[src/rtl/huf_pkg.sv]
package huf_pkg;

    localparam int WORD_W = 32;
    localparam int LANES  = WORD_W / 8;

    typedef enum logic [2:0] {
        ST_HDR,
        ST_TREE,
        ST_BITS,
        ST_OUT,
        ST_DONE
    } dec_state_e;

    typedef enum logic [1:0] {
        FLT_NONE  = 2'd0,
        FLT_WIDTH = 2'd1,
        FLT_TREE  = 2'd2
    } fault_e;

    // one tree node byte: leaf flags on top, child-pair offset below
    typedef struct packed {
        logic       leaf_l;
        logic       leaf_r;
        logic [5:0] off;
    } node_t;

    function automatic logic [3:0] eff_width(input logic [3:0] field);
        return (field == 4'd0) ? 4'd8 : field;
    endfunction

    // widths that tile a 32-bit word and are wider than one bit
    function automatic logic width_ok(input logic [3:0] w);
        return (w == 4'd2) || (w == 4'd4) || (w == 4'd8);
    endfunction

endpackage

[src/rtl/huf_tree_ram.sv]
module huf_tree_ram
    import huf_pkg::*;
#(
    parameter int DEPTH = 512
) (
    input  logic                     clk,
    input  logic                     wr_en,
    input  logic [$clog2(DEPTH)-3:0] wr_idx,
    input  logic [WORD_W-1:0]        wr_data,
    input  logic [$clog2(DEPTH)-1:0] rd_a_addr,
    output logic [7:0]               rd_a_data,
    input  logic [$clog2(DEPTH)-1:0] rd_b_addr,
    output logic [7:0]               rd_b_data
);
    localparam int AW = $clog2(DEPTH);

    logic [7:0] mem    [DEPTH];
    logic [7:0] lane_b [LANES];

    for (genvar l = 0; l < LANES; l++) begin : g_lane
        assign lane_b[l] = wr_data[8*l +: 8];
    end

    always_ff @(posedge clk) begin
        if (wr_en) begin
            for (int l = 0; l < LANES; l++) begin
                mem[{wr_idx, 2'(l)}] <= lane_b[l];
            end
        end
    end

    assign rd_a_data = mem[rd_a_addr];
    assign rd_b_data = mem[rd_b_addr];

endmodule

[src/rtl/huf_walk.sv]
module huf_walk
    import huf_pkg::*;
#(
    parameter int KW = 10
) (
    input  logic [KW-1:0] node_k,
    input  logic [7:0]    node_byte,
    input  logic          dir,
    input  logic [KW-1:0] last_k,
    output logic [KW-1:0] child,
    output logic          leaf,
    output logic          oob
);
    node_t          nd;
    logic [KW-1:0]  pair;

    assign nd    = node_t'(node_byte);
    // pair base comes from the even-aligned parent address
    assign pair  = {node_k[KW-1:1], 1'b0} + KW'({nd.off, 1'b0}) + KW'(2);
    assign child = pair + {{(KW-1){1'b0}}, dir};
    assign leaf  = dir ? nd.leaf_r : nd.leaf_l;
    assign oob   = child > last_k;

endmodule

[src/rtl/huf_packer.sv]
module huf_packer
    import huf_pkg::*;
(
    input  logic              clk,
    input  logic              rst,
    input  logic              sym_valid,
    input  logic [7:0]        sym,
    input  logic [3:0]        width,
    input  logic              clear,
    output logic [WORD_W-1:0] acc,
    output logic              closes
);
    logic [5:0]        fill;
    logic [8:0]        msk;
    logic [7:0]        sym_m;
    logic [WORD_W-1:0] placed;

    assign msk    = (9'd1 << width) - 9'd1;
    assign sym_m  = sym & msk[7:0];
    assign placed = WORD_W'(sym_m) << fill[4:0];
    assign closes = sym_valid && ((fill + {2'b00, width}) == 6'(WORD_W));

    always_ff @(posedge clk) begin
        if (rst || clear) begin
            acc  <= '0;
            fill <= '0;
        end else if (sym_valid) begin
            acc  <= acc | placed;
            fill <= fill + {2'b00, width};
        end
    end

    // the fill pointer never runs past one word
    a_r8_fill_bound: assert property (@(posedge clk) disable iff (rst)
        fill <= 6'(WORD_W));

    // a symbol is never added to a word that is already full
    a_r8_no_overfill: assert property (@(posedge clk) disable iff (rst)
        (fill == 6'(WORD_W)) |-> !sym_valid);

endmodule

[src/rtl/huf_tree_decoder.sv]
module huf_tree_decoder
    import huf_pkg::*;
#(
    parameter int TREE_BYTES = 512
) (
    input  logic              clk,
    input  logic              rst,
    input  logic              in_valid,
    output logic              in_ready,
    input  logic [WORD_W-1:0] in_data,
    output logic              out_valid,
    input  logic              out_ready,
    output logic [WORD_W-1:0] out_data,
    output logic              done,
    output logic [1:0]        fault
);
    localparam int AW  = $clog2(TREE_BYTES);
    localparam int WIX = AW - 2;
    localparam int KW  = (AW >= 8) ? AW + 1 : 9;

    dec_state_e         st;
    fault_e             fault_q;
    logic [23:0]        remaining;
    logic [3:0]         width;
    logic [KW-1:0]      last_k, node_k;
    logic [WIX-1:0]     widx;
    logic [WORD_W-1:0]  sh;
    logic [5:0]         bits_left;

    logic               accept, step;
    logic [3:0]         hdr_w;
    logic [KW-1:0]      first_last, cur_last;
    logic               tree_end;
    logic [7:0]         node_byte, leaf_byte;
    logic [KW-1:0]      child;
    logic               leaf, oob;
    logic               sym_valid, pk_clear, pk_closes;
    logic [WORD_W-1:0]  pk_acc;

    assign in_ready   = (st == ST_HDR) || (st == ST_TREE) ||
                        ((st == ST_BITS) && (bits_left == 6'd0));
    assign accept     = in_valid && in_ready;
    assign step       = (st == ST_BITS) && (bits_left != 6'd0);
    assign hdr_w      = eff_width(in_data[3:0]);
    assign first_last = KW'({in_data[7:0], 1'b1});
    assign cur_last   = (widx == '0) ? first_last : last_k;
    assign tree_end   = KW'({widx, 2'b11}) >= cur_last;
    assign sym_valid  = step && leaf && !oob;
    assign pk_clear   = ((st == ST_OUT) && out_ready) || (st == ST_DONE);

    huf_tree_ram #(.DEPTH(TREE_BYTES)) u_ram (
        .clk       (clk),
        .wr_en     ((st == ST_TREE) && accept),
        .wr_idx    (widx),
        .wr_data   (in_data),
        .rd_a_addr (node_k[AW-1:0]),
        .rd_a_data (node_byte),
        .rd_b_addr (child[AW-1:0]),
        .rd_b_data (leaf_byte)
    );

    huf_walk #(.KW(KW)) u_walk (
        .node_k    (node_k),
        .node_byte (node_byte),
        .dir       (sh[WORD_W-1]),
        .last_k    (last_k),
        .child     (child),
        .leaf      (leaf),
        .oob       (oob)
    );

    huf_packer u_pack (
        .clk       (clk),
        .rst       (rst),
        .sym_valid (sym_valid),
        .sym       (leaf_byte),
        .width     (width),
        .clear     (pk_clear),
        .acc       (pk_acc),
        .closes    (pk_closes)
    );

    always_ff @(posedge clk) begin
        if (rst) begin
            st        <= ST_HDR;
            fault_q   <= FLT_NONE;
            remaining <= '0;
            width     <= 4'd8;
            last_k    <= '0;
            node_k    <= KW'(1);
            widx      <= '0;
            sh        <= '0;
            bits_left <= '0;
        end else begin
            unique case (st)
                ST_HDR: if (accept) begin
                    width     <= hdr_w;
                    remaining <= in_data[31:8];
                    widx      <= '0;
                    if (width_ok(hdr_w)) begin
                        fault_q <= FLT_NONE;
                        st      <= ST_TREE;
                    end else begin
                        fault_q <= FLT_WIDTH;
                        st      <= ST_DONE;
                    end
                end
                ST_TREE: if (accept) begin
                    widx <= widx + 1'b1;
                    if (widx == '0) last_k <= first_last;
                    if ((widx == '0) && (first_last >= KW'(TREE_BYTES))) begin
                        fault_q <= FLT_TREE;
                        st      <= ST_DONE;
                    end else if (tree_end) begin
                        node_k    <= KW'(1);
                        bits_left <= '0;
                        st        <= (remaining == '0) ? ST_DONE : ST_BITS;
                    end
                end
                ST_BITS: begin
                    if (accept) begin
                        sh        <= in_data;
                        bits_left <= 6'(WORD_W);
                    end else if (step) begin
                        sh        <= sh << 1;
                        bits_left <= bits_left - 6'd1;
                        if (oob) begin
                            fault_q <= FLT_TREE;
                            st      <= ST_DONE;
                        end else if (leaf) begin
                            node_k <= KW'(1);
                            if (pk_closes) st <= ST_OUT;
                        end else begin
                            node_k <= child;
                        end
                    end
                end
                ST_OUT: if (out_ready) begin
                    if (remaining > 24'd4) begin
                        remaining <= remaining - 24'd4;
                        st        <= ST_BITS;
                    end else begin
                        remaining <= '0;
                        bits_left <= '0;
                        st        <= ST_DONE;
                    end
                end
                ST_DONE: st <= ST_HDR;
                default: st <= ST_HDR;
            endcase
        end
    end

    assign out_valid = (st == ST_OUT);
    assign out_data  = pk_acc;
    assign done      = (st == ST_DONE);
    assign fault     = fault_q;

    // an offered word holds until taken
    a_r12_out_hold: assert property (@(posedge clk) disable iff (rst)
        (out_valid && !out_ready) |=> (out_valid && $stable(out_data)));

    // the end-of-job pulse lasts one cycle
    a_r11_done_single: assert property (@(posedge clk) disable iff (rst)
        done |=> !done);

    // a rejected width never produces a word
    a_r3_width_silent: assert property (@(posedge clk) disable iff (rst)
        (fault == 2'(FLT_WIDTH)) |-> !out_valid);

    // a tree fault never produces a word
    a_r10_tree_silent: assert property (@(posedge clk) disable iff (rst)
        (fault == 2'(FLT_TREE)) |-> !out_valid);

    // a word is offered only while bytes are still owed
    a_r1_word_owed: assert property (@(posedge clk) disable iff (rst)
        out_valid |-> (remaining != '0));

    // input is never taken while a result waits
    a_r4_no_input_during_out: assert property (@(posedge clk) disable iff (rst)
        out_valid |-> !in_ready);

endmodule

[config.mk]
export PLATFORM = sky130hd
export DESIGN_NAME = huf_tree_decoder
export DESIGN_NICKNAME = d
export VERILOG_FILES = /design/src/rtl/huf_pkg.sv /design/src/rtl/huf_tree_ram.sv /design/src/rtl/huf_walk.sv /design/src/rtl/huf_packer.sv /design/src/rtl/huf_tree_decoder.sv
export SDC_FILE = /design/constraint.sdc
export NUM_CORES = 2
export LEC_CHECK = 0
export CAP_MARGIN = 15
export CORE_ASPECT_RATIO = 0.5
export CORE_MARGIN = 4
export CORE_UTILIZATION = 50
export CTS_BUF_LIST = sky130_fd_sc_hd__clkbuf_2 sky130_fd_sc_hd__clkbuf_4 sky130_fd_sc_hd__clkbuf_8
export DETAILED_ROUTE_END_ITERATION = 8
export MAX_ROUTING_LAYER = met4
export PLACE_DENSITY = 0.65
export SYNTH_ARGS = -nofsm -noshare
export SYNTH_HDL_FRONTEND = slang
export SYNTH_SLANG_ARGS = --single-unit
[constraint.sdc]
create_clock -name clk -period 11.8 [get_ports clk]
set_clock_uncertainty 0.2 [all_clocks]
set_input_delay 2.36 -clock clk [delete_from_list [all_inputs] [get_ports clk]]
set_output_delay 2.36 -clock clk [all_outputs]
set_load 0.02 [all_outputs]
==> insert_results.sql <==
INSERT INTO impl_metrics (metric_group, metric, value, unit) VALUES
('sta', 'worst_slack', '0.144', 'ns'),
('detailed_routing', 'drc_errors', '0', ''),
('clocking', 'cts_max_level', '6', ''),
('clocking', 'postCtsSetupBuffers', '0', ''),
('sta', 'setup-tns-final', '0', 'ns'),
('clocking', 'cts_buffer_depth', '4', ''),
('sta', 'finalHoldViolCount', '0', ''),
('worst_hold_path', 'timing.hold.worst_path_depth', '2', ''),
('worst_hold_path', 'worst_hold_path.endpoint', 'u_pack.acc[11]', ''),
('setup_path', 'worstSetupStartpointType', 'flop', ''),
('global_routing', 'via_count_of_the_first_global_routing_pass', '116483', ''),
('sta', 'count_of_endpoints_failing_setup_in_the_final_report', '0', ''),
('logic_synthesis', 'mux_cell_area_share_after_synthesis', '27.1', '%'),
('floorplanning', 'die_height', '453', 'µm'),
('setup_path', 'critical_path.cell_chain', 'buf_4 -> buf_12 -> mux4_2 -> mux4_2 -> mux4_2 -> mux4_2 -> nand2_1 -> nand2_1 -> ha_1 -> fa_4 -> buf_4 -> nor2_4 -> buf_4 -> a22oi_1 -> a21oi_1 -> o41ai_1 -> o31a_1 -> a211oi_1 -> a211oi_2 -> o21ai_0 -> mux2i_1 -> o211ai_1', ''),
('final_layout', 'postLayoutCoreUtil', '55.6', '%'),
('floorplanning', 'die_area', '0.407', 'mm²'),
('logic_synthesis', 'synthDistinctLibCells', '98', ''),
('setup_path', 'critPathCaptureType', 'flop', ''),
('clocking', 'holdBufCountCts', '0', ''),
('detailed_routing', 'routed_wirelength', '686000', 'µm'),
('setup_path', 'critical_path.top_delay_family', 'compound AO/OA/AOI/OAI gates', ''),
('setup_path', 'required', '12.55', 'ns'),
('setup_path', 'critical-path-top-cell-by-count', 'mux4_2', ''),
('logic_synthesis', 'post_synth_and_or_nand_nor_area_fraction', '2.56', '%'),
('setup_path', 'reg2regPathDepth', '22', ''),
('logic_synthesis', 'synth_top_family_by_area', 'multiplexers', ''),
('logic_synthesis', 'synth_compound_gate_area_share', '4.15', '%'),
('clocking', 'clock_root_cell', 'clkbuf_8', ''),
('placed_design', 'gp_congestion', '1.01', ''),
('logic_synthesis', 'synth_seq_cells', '4241', ''),
('clocking', 'tritoncts.num_buffers', '625', ''),
('global_routing', 'grt_antenna_before_repair', '77', ''),
('power', 'vdd.ir_drop.worst', '0.000140', 'V'),
('logic_synthesis', 'ys.flop_type', 'edfxtp_1', ''),
('global_routing', 'globalRoute.totalOverflow', '0', ''),
('setup_path', 'crit_path_max_incr_delay', '1.15', 'ns'),
('logic_synthesis', 'synth.yosys.seq_area_share', '63.6', '%'),
('detailed_routing', 'routed_wire_length_per_instance', '42.3', 'µm'),
('sta', 'post-route-min-period', '11.66', 'ns'),
('worst_hold_path', 'holdCritPathClass', 'reg -> reg', ''),
('detailed_routing', 'dr.pass1.iters', '8', ''),
('clocking', 'clkSinkCount', '4241', ''),
('floorplanning', 'num_rows', '163', ''),
('global_routing', 'gr-usage-all-layers', '34.2', '%'),
('sta', 'timing.final.max_slew_violations', '0', ''),
('setup_path', 'number_of_buffers_and_inverters_on_the_critical_path', '4', ''),
('logic_synthesis', 'asyncSetResetFlopFracSynth', '0', '%'),
('placed_design', 'place_worst_setup_slack', '0.907', 'ns'),
('sta', 'rsz0062_at_grt', 'no', ''),
('sta', 'worst-slew-pin-transition', '1.42', 'ns'),
('clocking', 'clkLatencyLatePin', '1.14', 'ns'),
('status', 'run_status', 'finished clean', ''),
('placed_design', 'dpl.hpwl', '424000', 'µm'),
('setup_path', 'timing.critical_path.fanout_max', '45', ''),
('setup_path', 'critical-path-slowest-cell', 'o41ai_1', ''),
('logic_synthesis', 'netlist_area', '0.198', 'mm²'),
('worst_hold_path', 'holdCritStartpoint', 'u_pack.acc[11]', ''),
('setup_path', 'worstPathArrival', '12.41', 'ns'),
('clocking', 'cts_resized', '0', ''),
('setup_path', 'worst-r2r-setup-slack', '0.14', 'ns'),
('final_layout', 'post_route_cells_drive_above_1_share', '35.7', '%'),
('floorplanning', 'floorplan.die.width', '898', 'µm'),
('final_layout', 'flow.area_growth_from_synthesis', '10.8', '%'),
('detailed_routing', 'routed-via-count', '121173', ''),
('floorplanning', 'design.portCount', '73', ''),
('job', 'max_cap_violations', '0', ''),
('setup_path', 'timing_worst_setup_path_type', 'reg -> reg', ''),
('clocking', 'cts_tree', 'built', ''),
('setup_path', 'crit-reg2reg-capture', 'u_pack.acc[10]', ''),
('power', 'pleak', '0.0664', 'µW');
-- Yosys cell counts, types with 34 or more instances --
library cell  instances  area [µm²]
clkbuf_1            349        1310
a22oi_1             322        2420
buf_2               195         976
ha_1                 40         500
dfxtp_1             145        2900
a22o_1               35         307
mux2i_1             486        4860
inv_1                42         158
a21oi_1             147         736
o21ai_0             110         551
a211oi_1             70         526
buf_1                54         203
nor2_1              348        1310
o22ai_1              78         488
nand4_1              40         250
buf_4                89         668
edfxtp_1           4096      123000
a221oi_1             83         727
nand2_1             333        1250
nor4_1               34         213
nor3_1               67         335
nand3_1              92         460
mux4_2             2139       48200
buf_6                88         991
-- worst reg2reg max path, cell delays in order (launching register included) --
cell and delay (ns):
dfxtp_4 0.81, buf_4 0.42, buf_12 0.36, mux4_2 0.63, mux4_2 0.56, mux4_2 0.67, mux4_2 0.54, nand2_1 0.25
nand2_1 0.11, ha_1 0.33, fa_4 0.97, buf_4 0.43, nor2_4 0.14, buf_4 0.37, a22oi_1 0.45, a21oi_1 0.21
o41ai_1 1.15, o31a_1 0.48, a211oi_1 0.25, a211oi_2 1.07, o21ai_0 0.49, mux2i_1 0.45, o211ai_1 0.16
-- report_power, final --
part | total (µW) | switching, µW | internal, µW
Combinational | 6980 | 4710 | 2270
Clock | 12100 | 5900 | 6190
Sequential | 16700 | 90.9 | 16600
Total | 35700 | 10700 | 25000
-- registers in the layout, indices dropped and copies added (netlist names), named ones only --
signal       cells
remaining       24
widx             7
node_k          10
bits_left        6
fault            2
last_k          10
width            4
u_pack.fill      6
st               3
u_ram.mem     4096
sh              32
u_pack.acc      32
-- layout by cell type (no fill, tap or decap), types with 32 or more instances in the layout --
master           count
a211oi_1            65
a21oi_1            146
a221oi_1            83
a22o_1              35
a22oi_1            322
buf_12              81
buf_4              385
clkbuf_4           212
clkbuf_8           661
clkdlybuf4s50_1     39
clkinv_1           129
clkinv_2            56
dfxtp_1            137
diode_2             61
edfxtp_1          4096
ha_1                38
inv_1               40
mux2_2              32
mux2i_1            486
mux4_2            2139
nand2_1            330
nand2b_1            32
nand3_1             83
nand4_1             40
nor2_1             208
nor2_4             138
nor3_1              65
o21ai_0            106
o22ai_1             77
-- routing by layer --
layer | routed length (µm) | vias to the layer above | GRT usage (%) | share of wire, %
met5 | 0 | - | - | 0
met4 | 25400 | 0 | 11.2 | 3.7
met3 | 117000 | 1401 | 14.9 | 17
met2 | 290000 | 10672 | 45.8 | 42
met1 | 254000 | 64507 | 47.2 | 37
li1 | - | 44593 | - | -
-- final cells by class --
cell class	instances	area (µm²)
multi-input cells	4955	68900
fillers	29611	175000
flip-flops and latches	4241	126000
well taps	5280	6610
repair buffers	547	5400
clock buffers	871	10700
clock inverters	230	1500
inverters	48	195
diodes	61	153
-- worst max-delay path by stage --
stage / end / depth (start not counted)
after floorplan: u_pack.acc[12] / 30
after global placement: u_pack.acc[6] / 21
after detailed placement: u_pack.acc[4] / 22
after CTS: u_pack.acc[5] / 23
after global routing: u_pack.acc[5] / 23
final: u_pack.acc[10] / 22
-- through the flow --
step	hold WS [ns]	cell area, µm²	power [µW]	cells
floorplan	0.245	198000	20600	10029
global placement	0.248	206000	23600	15036
detailed placement	0.247	207000	23600	15044
CTS	0.264	219000	35500	16145
global route	0.281	219000	36600	16220
finish	0.263	219000	35700	16233
-- cell families (layout without fill, tap and decap cells) --
group / Yosys count / count (layout)
other: 0 / 61
AOI/OAI and AO/OA: 1134 / 1134
buffers and inverters: 833 / 1696
adders and majority gates: 42 / 42
muxes: 2664 / 2664
xor gates and xnor gates: 14 / 14
DFF: 4241 / 4241
and+or+nand+nor: 1101 / 1101
(Power assumes the default switching activity.)
